`src/rtl/vti_pkg.sv`:
```
package vti_pkg;

    localparam int NUM_PAIRS = 6;

    typedef struct packed {
        logic [7:0] reg_idx;
        logic [7:0] value;
    } cfg_pair_t;

    typedef enum logic [2:0] {
        E_IDLE,
        E_START,
        E_BIT,
        E_ACK,
        E_STOP
    } eng_state_t;

    typedef enum logic [2:0] {
        T_POWERUP,
        T_LAUNCH,
        T_WAIT_XFER,
        T_DONE,
        T_FAIL
    } ctl_state_t;

    // Fixed configuration list; first entry wakes the main block.
    function automatic cfg_pair_t pair_at(input int idx);
        cfg_pair_t p;
        unique case (idx)
            0:       p = '{reg_idx: 8'h41, value: 8'h10};
            1:       p = '{reg_idx: 8'h15, value: 8'h00};
            2:       p = '{reg_idx: 8'h16, value: 8'h30};
            3:       p = '{reg_idx: 8'h17, value: 8'h00};
            4:       p = '{reg_idx: 8'h18, value: 8'h00};
            default: p = '{reg_idx: 8'hAF, value: 8'h04};
        endcase
        return p;
    endfunction

endpackage

```
`src/rtl/vti_quarter_tick.sv`:
```
module vti_quarter_tick #(
    parameter int QTR = 125
) (
    input  logic clk,
    input  logic rst_n,
    output logic tick
);
    localparam int CW = (QTR > 1) ? $clog2(QTR) : 1;
    localparam logic [CW-1:0] LAST = CW'(QTR - 1);

    logic [CW-1:0] cnt;

    always_ff @(posedge clk) begin
        if (!rst_n) begin
            cnt <= '0;
        end else if (cnt == LAST) begin
            cnt <= '0;
        end else begin
            cnt <= cnt + 1'b1;
        end
    end

    assign tick = (cnt == LAST);

    generate
        if (QTR > 1) begin : g_spacing
            // quarters are evenly spaced, never back to back
            a_r10_tick_spacing: assert property (@(posedge clk) disable iff (!rst_n)
                tick |=> !tick);
        end
    endgenerate

endmodule

```
`src/rtl/vti_byte_engine.sv`:
```
module vti_byte_engine
    import vti_pkg::*;
(
    input  logic            clk,
    input  logic            rst_n,
    input  logic            tick,
    input  logic            start,
    input  logic [2:0][7:0] bytes_in,
    input  logic            sda_in,
    output logic            scl_low,
    output logic            sda_low,
    output logic            xfer_done,
    output logic            xfer_nack
);
    eng_state_t      state;
    logic [1:0]      phase;
    logic [1:0]      byte_idx;
    logic [2:0]      bit_idx;
    logic [2:0][7:0] bytes_q;
    logic            ack_miss;
    logic [7:0]      cur_byte;
    logic            cur_bit;
    logic            quarter_end;

    assign quarter_end = tick && (phase == 2'd3);

    // State register, counters and acknowledge capture
    always_ff @(posedge clk) begin
        if (!rst_n) begin
            state     <= E_IDLE;
            phase     <= '0;
            byte_idx  <= '0;
            bit_idx   <= '0;
            bytes_q   <= '0;
            ack_miss  <= 1'b0;
            xfer_done <= 1'b0;
        end else begin
            xfer_done <= 1'b0;
            unique case (state)
                E_IDLE: begin
                    if (start) begin
                        state    <= E_START;
                        phase    <= '0;
                        byte_idx <= '0;
                        bit_idx  <= 3'd7;
                        bytes_q  <= bytes_in;
                        ack_miss <= 1'b0;
                    end
                end
                E_START: begin
                    if (tick) phase <= phase + 1'b1;
                    if (quarter_end) state <= E_BIT;
                end
                E_BIT: begin
                    if (tick) phase <= phase + 1'b1;
                    if (quarter_end) begin
                        if (bit_idx == 3'd0) begin
                            state <= E_ACK;
                        end else begin
                            bit_idx <= bit_idx - 1'b1;
                        end
                    end
                end
                E_ACK: begin
                    if (tick) phase <= phase + 1'b1;
                    if (tick && phase == 2'd2) ack_miss <= sda_in;
                    if (quarter_end) begin
                        if (ack_miss || byte_idx == 2'd2) begin
                            state <= E_STOP;
                        end else begin
                            state    <= E_BIT;
                            byte_idx <= byte_idx + 1'b1;
                            bit_idx  <= 3'd7;
                        end
                    end
                end
                E_STOP: begin
                    if (tick) phase <= phase + 1'b1;
                    if (quarter_end) begin
                        state     <= E_IDLE;
                        xfer_done <= 1'b1;
                    end
                end
                default: state <= E_IDLE;
            endcase
        end
    end

    assign xfer_nack = ack_miss;

    always_comb begin
        unique case (byte_idx)
            2'd0:    cur_byte = bytes_q[0];
            2'd1:    cur_byte = bytes_q[1];
            default: cur_byte = bytes_q[2];
        endcase
        cur_bit = cur_byte[bit_idx];
    end

    // Line drive per state and quarter
    always_comb begin
        scl_low = 1'b0;
        sda_low = 1'b0;
        unique case (state)
            E_IDLE: begin
                scl_low = 1'b0;
                sda_low = 1'b0;
            end
            E_START: begin
                scl_low = (phase == 2'd3);
                sda_low = (phase != 2'd0);
            end
            E_BIT: begin
                scl_low = (phase == 2'd0) || (phase == 2'd3);
                sda_low = !cur_bit;
            end
            E_ACK: begin
                scl_low = (phase == 2'd0) || (phase == 2'd3);
                sda_low = 1'b0;
            end
            E_STOP: begin
                scl_low = (phase == 2'd0);
                sda_low = (phase < 2'd2);
            end
            default: begin
                scl_low = 1'b0;
                sda_low = 1'b0;
            end
        endcase
    end

    // data stays put while the clock is high within a bit
    a_r3_sda_steady_scl_high: assert property (@(posedge clk) disable iff (!rst_n)
        (state == E_BIT && $past(state) == E_BIT && !scl_low && !$past(scl_low))
        |-> $stable(sda_low));

    // a missing acknowledge leads straight to STOP
    a_r6_nack_to_stop: assert property (@(posedge clk) disable iff (!rst_n)
        (state == E_ACK && quarter_end && ack_miss) |=> (state == E_STOP));

    // the acknowledge slot never pulls SDA
    a_r3_ack_released: assert property (@(posedge clk) disable iff (!rst_n)
        (state == E_ACK) |-> !sda_low);

endmodule

```
`src/rtl/video_tx_init_seq.sv`:
```
module video_tx_init_seq
    import vti_pkg::*;
#(
    parameter int          CLK_HZ    = 50_000_000,
    parameter int          SCL_HZ    = 100_000,
    parameter int          PWRUP_MS  = 200,
    parameter int          MAX_RETRY = 3,
    parameter logic [6:0]  DEV_ADDR  = 7'h39
) (
    input  logic clk,
    input  logic rst_n,
    input  logic sda_in,
    output logic scl_drive_low,
    output logic sda_drive_low,
    output logic cfg_done,
    output logic cfg_error
);
    localparam int          QTR       = CLK_HZ / (4 * SCL_HZ);
    localparam longint      WAIT_L    = (longint'(CLK_HZ) * longint'(PWRUP_MS)) / 64'd1000;
    localparam int unsigned WAIT_CYC  = (WAIT_L > 0) ? int'(WAIT_L) : 1;
    localparam int          WCW       = $clog2(WAIT_CYC + 1);
    localparam logic [WCW-1:0] WAIT_LAST = WCW'(WAIT_CYC - 1);
    localparam int          IW        = (NUM_PAIRS > 1) ? $clog2(NUM_PAIRS) : 1;
    localparam int          RW        = $clog2(MAX_RETRY + 1) + 1;
    localparam logic [7:0]  ADDR_WR   = {DEV_ADDR, 1'b0};

    ctl_state_t      state;
    logic [WCW-1:0]  wait_cnt;
    logic [IW-1:0]   pair_idx;
    logic [RW-1:0]   retry_cnt;
    logic            tick;
    logic            xfer_start;
    logic            xfer_done;
    logic            xfer_nack;
    cfg_pair_t       pair;
    logic [2:0][7:0] xfer_bytes;

    vti_quarter_tick #(.QTR(QTR)) u_tick (
        .clk   (clk),
        .rst_n (rst_n),
        .tick  (tick)
    );

    always_comb begin
        pair       = pair_at(int'(pair_idx));
        xfer_bytes = {pair.value, pair.reg_idx, ADDR_WR};
    end

    vti_byte_engine u_engine (
        .clk       (clk),
        .rst_n     (rst_n),
        .tick      (tick),
        .start     (xfer_start),
        .bytes_in  (xfer_bytes),
        .sda_in    (sda_in),
        .scl_low   (scl_drive_low),
        .sda_low   (sda_drive_low),
        .xfer_done (xfer_done),
        .xfer_nack (xfer_nack)
    );

    // Control state register
    always_ff @(posedge clk) begin
        if (!rst_n) begin
            state     <= T_POWERUP;
            wait_cnt  <= '0;
            pair_idx  <= '0;
            retry_cnt <= '0;
        end else begin
            unique case (state)
                T_POWERUP: begin
                    if (wait_cnt == WAIT_LAST) begin
                        state <= T_LAUNCH;
                    end else begin
                        wait_cnt <= wait_cnt + 1'b1;
                    end
                end
                T_LAUNCH: state <= T_WAIT_XFER;
                T_WAIT_XFER: begin
                    if (xfer_done) begin
                        if (xfer_nack) begin
                            if (retry_cnt == RW'(MAX_RETRY)) begin
                                state <= T_FAIL;
                            end else begin
                                retry_cnt <= retry_cnt + 1'b1;
                                state     <= T_LAUNCH;
                            end
                        end else if (pair_idx == IW'(NUM_PAIRS - 1)) begin
                            state <= T_DONE;
                        end else begin
                            pair_idx  <= pair_idx + 1'b1;
                            retry_cnt <= '0;
                            state     <= T_LAUNCH;
                        end
                    end
                end
                T_DONE:  state <= T_DONE;
                T_FAIL:  state <= T_FAIL;
                default: state <= T_FAIL;
            endcase
        end
    end

    // Control outputs
    always_comb begin
        xfer_start = 1'b0;
        cfg_done   = 1'b0;
        cfg_error  = 1'b0;
        unique case (state)
            T_POWERUP:   ;
            T_LAUNCH:    xfer_start = 1'b1;
            T_WAIT_XFER: ;
            T_DONE:      cfg_done   = 1'b1;
            T_FAIL:      cfg_error  = 1'b1;
            default:     ;
        endcase
    end

    // outcome flags never both set
    a_r1_flags_exclusive: assert property (@(posedge clk) disable iff (!rst_n)
        !(cfg_done && cfg_error));

    // bus untouched during the power-up wait
    a_r2_quiet_powerup: assert property (@(posedge clk) disable iff (!rst_n)
        (state == T_POWERUP) |-> (!scl_drive_low && !sda_drive_low));

    // attempts per pair bounded
    a_r7_retry_bound: assert property (@(posedge clk) disable iff (!rst_n)
        retry_cnt <= RW'(MAX_RETRY));

    // error is sticky and leaves the bus released
    a_r8_error_sticky: assert property (@(posedge clk) disable iff (!rst_n)
        cfg_error |=> (cfg_error && !cfg_done));
    a_r8_bus_released: assert property (@(posedge clk) disable iff (!rst_n)
        cfg_error |-> (!scl_drive_low && !sda_drive_low));

    // done is sticky and leaves the bus released
    a_r9_done_sticky: assert property (@(posedge clk) disable iff (!rst_n)
        cfg_done |=> cfg_done);
    a_r9_bus_idle: assert property (@(posedge clk) disable iff (!rst_n)
        cfg_done |-> (!scl_drive_low && !sda_drive_low));

endmodule

```
`config.mk`:
```
export PLATFORM = sky130hd
export DESIGN_NAME = video_tx_init_seq
export DESIGN_NICKNAME = d
export VERILOG_FILES = /design/src/rtl/vti_pkg.sv /design/src/rtl/vti_quarter_tick.sv /design/src/rtl/vti_byte_engine.sv /design/src/rtl/video_tx_init_seq.sv
export SDC_FILE = /design/constraint.sdc
export NUM_CORES = 1
export LEC_CHECK = 0
export BUFFER_PORTS_ARGS = -buffer_cell sky130_fd_sc_hd__buf_2
export CORE_MARGIN = 2
export CORE_UTILIZATION = 40
export CTS_CLUSTER_SIZE = 25
export DETAILED_ROUTE_END_ITERATION = 8
export PLACE_DENSITY = 0.66
export SYNTH_ARGS = -nofsm -noshare
export SYNTH_HDL_FRONTEND = slang
export SYNTH_SLANG_ARGS = --single-unit
```
`constraint.sdc`:
```
create_clock -name clk -period 2.2 [get_ports clk]
set_clock_uncertainty 0.1 [all_clocks]
set_input_delay 0.33 -clock clk [delete_from_list [all_inputs] [get_ports clk]]
set_output_delay 0.33 -clock clk [all_outputs]
set_load 0.005 [all_outputs]
```
# [After elaboration in Yosys (flattened, before gate mapping)]
# Cells that the tools add are included.
[classes] magnitude_cmp=2 n_eq_ne=34 muxes=42 n_addsub=7 n_reduce_logical=29 bitwise_logic=4
[op_table] operator="case mux 16 bit (5 select lines)" count=1
[op_table] operator="two-way mux 3 bit" count=19
[op_table] operator="adder 24 x 1 -> 24 bit, second input constant" count=1
[op_table] operator="== test 24 bit, second input constant" count=1
[op_table] operator="== test 3 x 2 -> 1 bit, second input constant" count=7
[op_table] operator="!= test 2 x 1 -> 1 bit, second input constant" count=10
[op_table] operator="case mux 8 bit (2 select lines)" count=1
[op_table] operator="case mux 3 bit (5 select lines)" count=1
[op_table] operator="== test 3 bit, second input constant" count=4
[op_table] operator="logical NOT 3 bit" count=4
[op_table] operator="case mux 3 bit (4 select lines)" count=1
[op_table] operator="AND reduction 4 bit" count=3
[op_table] operator="AND reduction 6 bit" count=2
[op_table] operator="two-way mux 2 bit" count=5
[op_table] operator="== test 3 x 1 -> 1 bit, second input constant" count=3
[op_table] operator="case mux 3 bit (3 select lines)" count=1
[op_table] operator="!= test 2 bit, second input constant" count=4
[op_table] operator="case mux 2 bit (2 select lines)" count=2
[op_table] operator="AND reduction 2 bit" count=4
[op_table] operator="adder 7 x 1 -> 7 bit, second input constant" count=1
[op_table] operator="== test 7 bit, second input constant" count=1
[op_table] operator="two-way mux 1 bit" count=7
[op_table] operator="adder 3 x 1 -> 3 bit, second input constant" count=2
[op_table] operator="== test 2 bit, second input constant" count=3
[op_table] operator="18 further kinds" count=30
[totals] input_bits=3 reg_bits=69 word_cells=132

# [Logic depth before layout (Yosys ltp)]
[logic_depth] ltp_word=6 mapped_depth=8 ltp_nobuf=7

# [Cells and area by module]
# Synthesis repeated with hierarchy kept, for this count alone.
[unflattened] hier_cells=490 hier_area_um2=3995.1
[by_module_without_submodules] mod="video_tx_init_seq" n_inst=1 area_each_um2=1884.3 cells_each=213
[by_module_without_submodules] mod="vti_byte_engine" n_inst=1 area_each_um2=1804.2 cells_each=243
[by_module_without_submodules] mod="vti_quarter_tick" n_inst=1 area_each_um2=306.5 cells_each=34

# [Worst setup path after synthesis]
# Ideal clock, no wire load.
[synth_path] path_type="flip-flop to output port" from="reg u_engine.bit_idx[0]" to="out sda_drive_low" path_stages_with_launch=6 n_path_buf=1 path_slack_ns=0.167 arrival_ns=1.603 cell_sequence="dfxtp_1 > clkbuf_1 > mux2_2 > a2111oi_0 > a21oi_1 > a211oi_1"
[synth_between] elab_chain_cells=4
[synth_lines] item="start, declared" line_no="vti_byte_engine.sv:18" source="logic [2:0] bit_idx;"
[synth_lines] item="start signal, assigned" line_no="vti_byte_engine.sv:60" source="bit_idx <= bit_idx - 1'b1;"
[synth_lines] item="binary-select mux 1 bit (select 3 bit)" line_no="vti_byte_engine.sv:97" source="cur_bit = cur_byte[bit_idx];"
[synth_lines] item="two-way mux 1 bit (not written as such)" line_no="vti_byte_engine.sv:97"
[synth_lines] item="logical NOT 1 bit" line_no="vti_byte_engine.sv:115" source="sda_low = !cur_bit;"
[synth_lines] item="case mux 1 bit (3 select lines)" line_no="vti_byte_engine.sv:104" source="unique case (state)"
[synth_lines] item="end, declared" line_no="video_tx_init_seq.sv:14" source="output logic sda_drive_low,"
# Every way passes these cells. The select of a mux whose other input is x is not followed.

# [Final worst setup path]
# Ends and elaborated chain as after synthesis.

==> summary.txt <==
Status
  – Status: finished with violations
  – Violations in the final reports: setup timing

Drt
  – Detail Route Antenna Nets: 0
  – WL final: 7.13 mm
  – Wire length per cell after detailed routing: between 10 and 15 µm
  – Total vias in the final route: between 2000 and 3000
  – First-pass detailed-route iteration total: 4
  – Initial DRC Count: 132
  – Residual DRC count: 0
  – Vias per cell: 5.33

Placed design
  – Weighted congestion at the end of routability-driven global placement: 0.895
  – Port-buffer cells: 6
  – Detailed Place HPWL: 4.94 mm
  – Cell Area, Placed: 3500 µm²

Timing
  – Slew at the pin with the worst max-slew slack: 480 ps
  – Final Hold Violating Endpoints: 0
  – Fin crit share: 103%
  – F_max: ~440 MHz
  – Max-Slew Margin vs Limit: 67.8%
  – Final critical-path required period: 2270 ps
  – Final setup margin: -69.1 ps
  – RSZ-0062 raised after global routing: true
  – Count of final max-slew check failures: 0
  – Final setup vio count: 1

Finish
  – Area overhead of the layout relative to synthesis: 16.5%
  – Count of nets after finishing: 449
  – Proportion of layout cells with a drive suffix above 1: 16.4%
  – Final design area excluding fillers: just under 4000 µm²
  – Commonest non-fill, non-tap cells in the layout: 59 x dfxtp_1, 51 x nor2_1, 43 x nand2_1
  – Fill cell instance count of the final layout: just under 800
  – Ant. Diodes: 0
  – Most common library cell in the layout ignoring fill and taps: dfxtp_1
  – Final cell utilization of the core: 47.5%

Clock network
  – Quantity of hold-fixing buffers added after cts: 0
  – Clock Tree Root: clkbuf_8
  – Clock transition at path regs: around 70 ps
  – Clock tree from TritonCTS: yes
  – Level count of the clock H-tree: 3
  – Clock latency on the worst-skew pair: approximately 340 ps
  – Clock buffer count from CTS: 9
  – Clk sink count: 62
  – Buffers from clock root to sink, at most: 2

Synthesis
  – Fraction of the yosys area taken by sequential cells: a little under two fifths
  – Post-synthesis net count: 428
  – Async S/R FF share, synth: 0%
  – Number of synthesized flops with an enable pin: 0
  – Count of unique library cells instantiated by Yosys: 49
  – Instance count of the mapped netlist: 407
  – Most used DFF post-synth: dfxtp_1
  – Synthesized flop and latch total: 62
  – Warning count from the yosys run: 0
  – Post-Synthesis Cell Area: 3300 µm²
  – Mean area per synthesized cell: 8.11 µm²

Worst setup path
  – CP Data Arrival Time: 1840 ps
  – Classification of the worst setup path: flop to output port
  – Slowest cell on the critical path: a2111oi_4
  – Critical path, cell by cell: mux2_4 -> a2111oi_4 -> a21oi_1 -> a211oi_1 -> buf_2
  – Startpoint class of the critical path: flop
  – Largest stage delay on the critical path: ~370 ps
  – Dominant delay contributor by cell family on the critical path: compound AO/OA/AOI/OAI gates
  – Total buffers and inverters traversed by the critical path: 1
  – Reg2reg start: state[0]
  – Critical path capture point type: output port
  – Highest fanout seen on the critical path: 3
  – Required time of the critical path: 1770 ps
  – Depth of the worst register-to-register path: 5
  – Capture point of the worst reg-to-reg path: wait_cnt[13]
  – Register-to-Register Setup Slack: 300 ps

Die
  – Number of rows created at floorplan: 33
  – Die area: between 8000 and 9000 µm²
  – Placeable core area: 8090 µm²
  – Vertical die dimension: 94.8 µm
  – I/O pin cnt: 7
  – Die width: around 95 µm
  – Initial cell density of the core: 40.8%

Hold path
  – Hold worst-path end: u_engine.xfer_nack
  – Worst hold-check path type: input pin to flop
  – Hold-critical path depth: 3
  – Startpoint of the worst hold path: sda_in

Flow run
  – Max Cap Violations: 0

Pwr
  – Max rail drop VDD: around 0.0004 V
  – Total leakage power: 1.43 nW
  – Power per cell area: approximately 700 nW/µm²

Global route
  – GR Util All Layers: 17.6%
  – Global route total overflow: 0
  – First-pass GRT wire length: approximately 12 mm
  – Via count of the first global-routing pass: 2777
  – Maximum number of pins on one net before global-route repair: 25
  – Antenna violations before repair: 0
## area by class of cell
| cell class | count | area, µm² | area share (%) |
|---|---|---|---|
| Multi-Input combinational cell | 313 | 2000 | 52.0 |
| Sequential cell | 62 | 1250 | 32.6 |
| Timing Repair Buffer | 27 | 188 | 4.88 |
| Clock buffer | 12 | 145 | 3.78 |
| Tap cell | 105 | 131 | 3.42 |
| Clock inverter | 4 | 70.1 | 1.82 |
| Inverter | 15 | 58.8 | 1.53 |
## through the flow
step | instances | power [mW] | TNS, ps | hold slack [ps] | setup WS, ps
after floorplan | 407 | 1.43 | 0 | 332 | 167
after global placement | 517 | 1.52 | 0 | 355 | 72.1
after detailed placement | 517 | 1.53 | 0 | 359 | 0.798
after CTS | 535 | 2.67 | -44.7 | 212 | -44.7
after global routing | 538 | 2.78 | -147 | 231 | -147
final | 538 | 2.64 | -69.1 | 219 | -69.1
## per-layer routing
layer  vias to the layer above  GRT usage [%]  share of wire, %
met1                      1327           21.4                46
li1                       1473              -                 -
met5                         -              0                 0
met2                        57           29.6                49
met4                         0           5.92               1.1
met3                         8           5.27               3.7
## what timing repair did
| item | 4_1_cts | 5_1_grt |
|---|---|---|
| pin swaps | 5 | 3 |
| buffers inserted | 2 | 3 |
| resized for setup | 19 | 4 |
| setup endpoints to repair | 1 | 1 |
## power breakdown
part / total [mW] / internal, mW / switching [mW] / leakage, nW
Sequential: 1.19 / 1.16 / 0.0380 / 0.503
Clock: 1.10 / 0.666 / 0.430 / 0.110
Combinational: 0.352 / 0.165 / 0.187 / 0.816
## cells by family after synthesis
kind of cell	share of synthesized area, %
simple gates	30.8
compound gates	12.2
flops	37.6
buf+inv	4.10
xor+xnor	5.57
fa+ha+maj	6.83
mux	2.84
## worst reg2reg max path: cells and delay by family, from the launching register on
family           cells  cell delay [ps]
XOR/XNOR             1              150
flip-flops           1              390
AND/OR/NAND/NOR      4             1130
## worst max path at each step
| stage | to | slack [ps] | from | cells after the start |
|---|---|---|---|---|
| 5_1_grt | sda_drive_low | -150 | u_engine.byte_idx[1] | 8 |
| 3_5_place_dp | sda_drive_low | 0.8 | u_engine.byte_idx[0] | 8 |
| 6_report | sda_drive_low | -70 | u_engine.bit_idx[0] | 5 |
| 2_1_floorplan | sda_drive_low | 170 | u_engine.bit_idx[0] | 5 |
| 3_3_place_gp | sda_drive_low | 70 | u_engine.byte_idx[0] | 8 |
| 4_1_cts | sda_drive_low | -40 | u_engine.bit_idx[0] | 7 |
## cell usage after synthesis (all sizes together), types with 4 or more instances
cell type	n	share of area, %
nand2	45	5.1
xnor2	11	2.9
ha	18	6.8
a21oi	24	3.6
dfxtp	62	38
nor4	5	1.4
nand2b	6	1.1
inv	14	1.6
nor3b	4	0.91
or3	10	2.2
nor4b	4	1.1
buf	5	1.0
mux2i	6	1.8
a31oi	5	0.95
and4	4	1.1
clkbuf	12	1.4
a211oi	4	0.91
and3	6	1.1
nor3	19	3.0
xor2	10	2.7
o21ai	20	3.0
nor2	51	5.8
nand4	13	2.5
nand3	20	3.0
## state kept, by name, summed over array words and instances (netlist names)
name                flops
pair_idx                3
u_engine.xfer_nack      1
u_tick.cnt              7
u_engine.xfer_done      1
u_engine.byte_idx       2
wait_cnt               24
retry_cnt               3
u_engine.phase          2
state                   3
u_engine.state          3
u_engine.bit_idx        3
u_engine.bytes_q       10
Power figures use the tool's default switching activity.
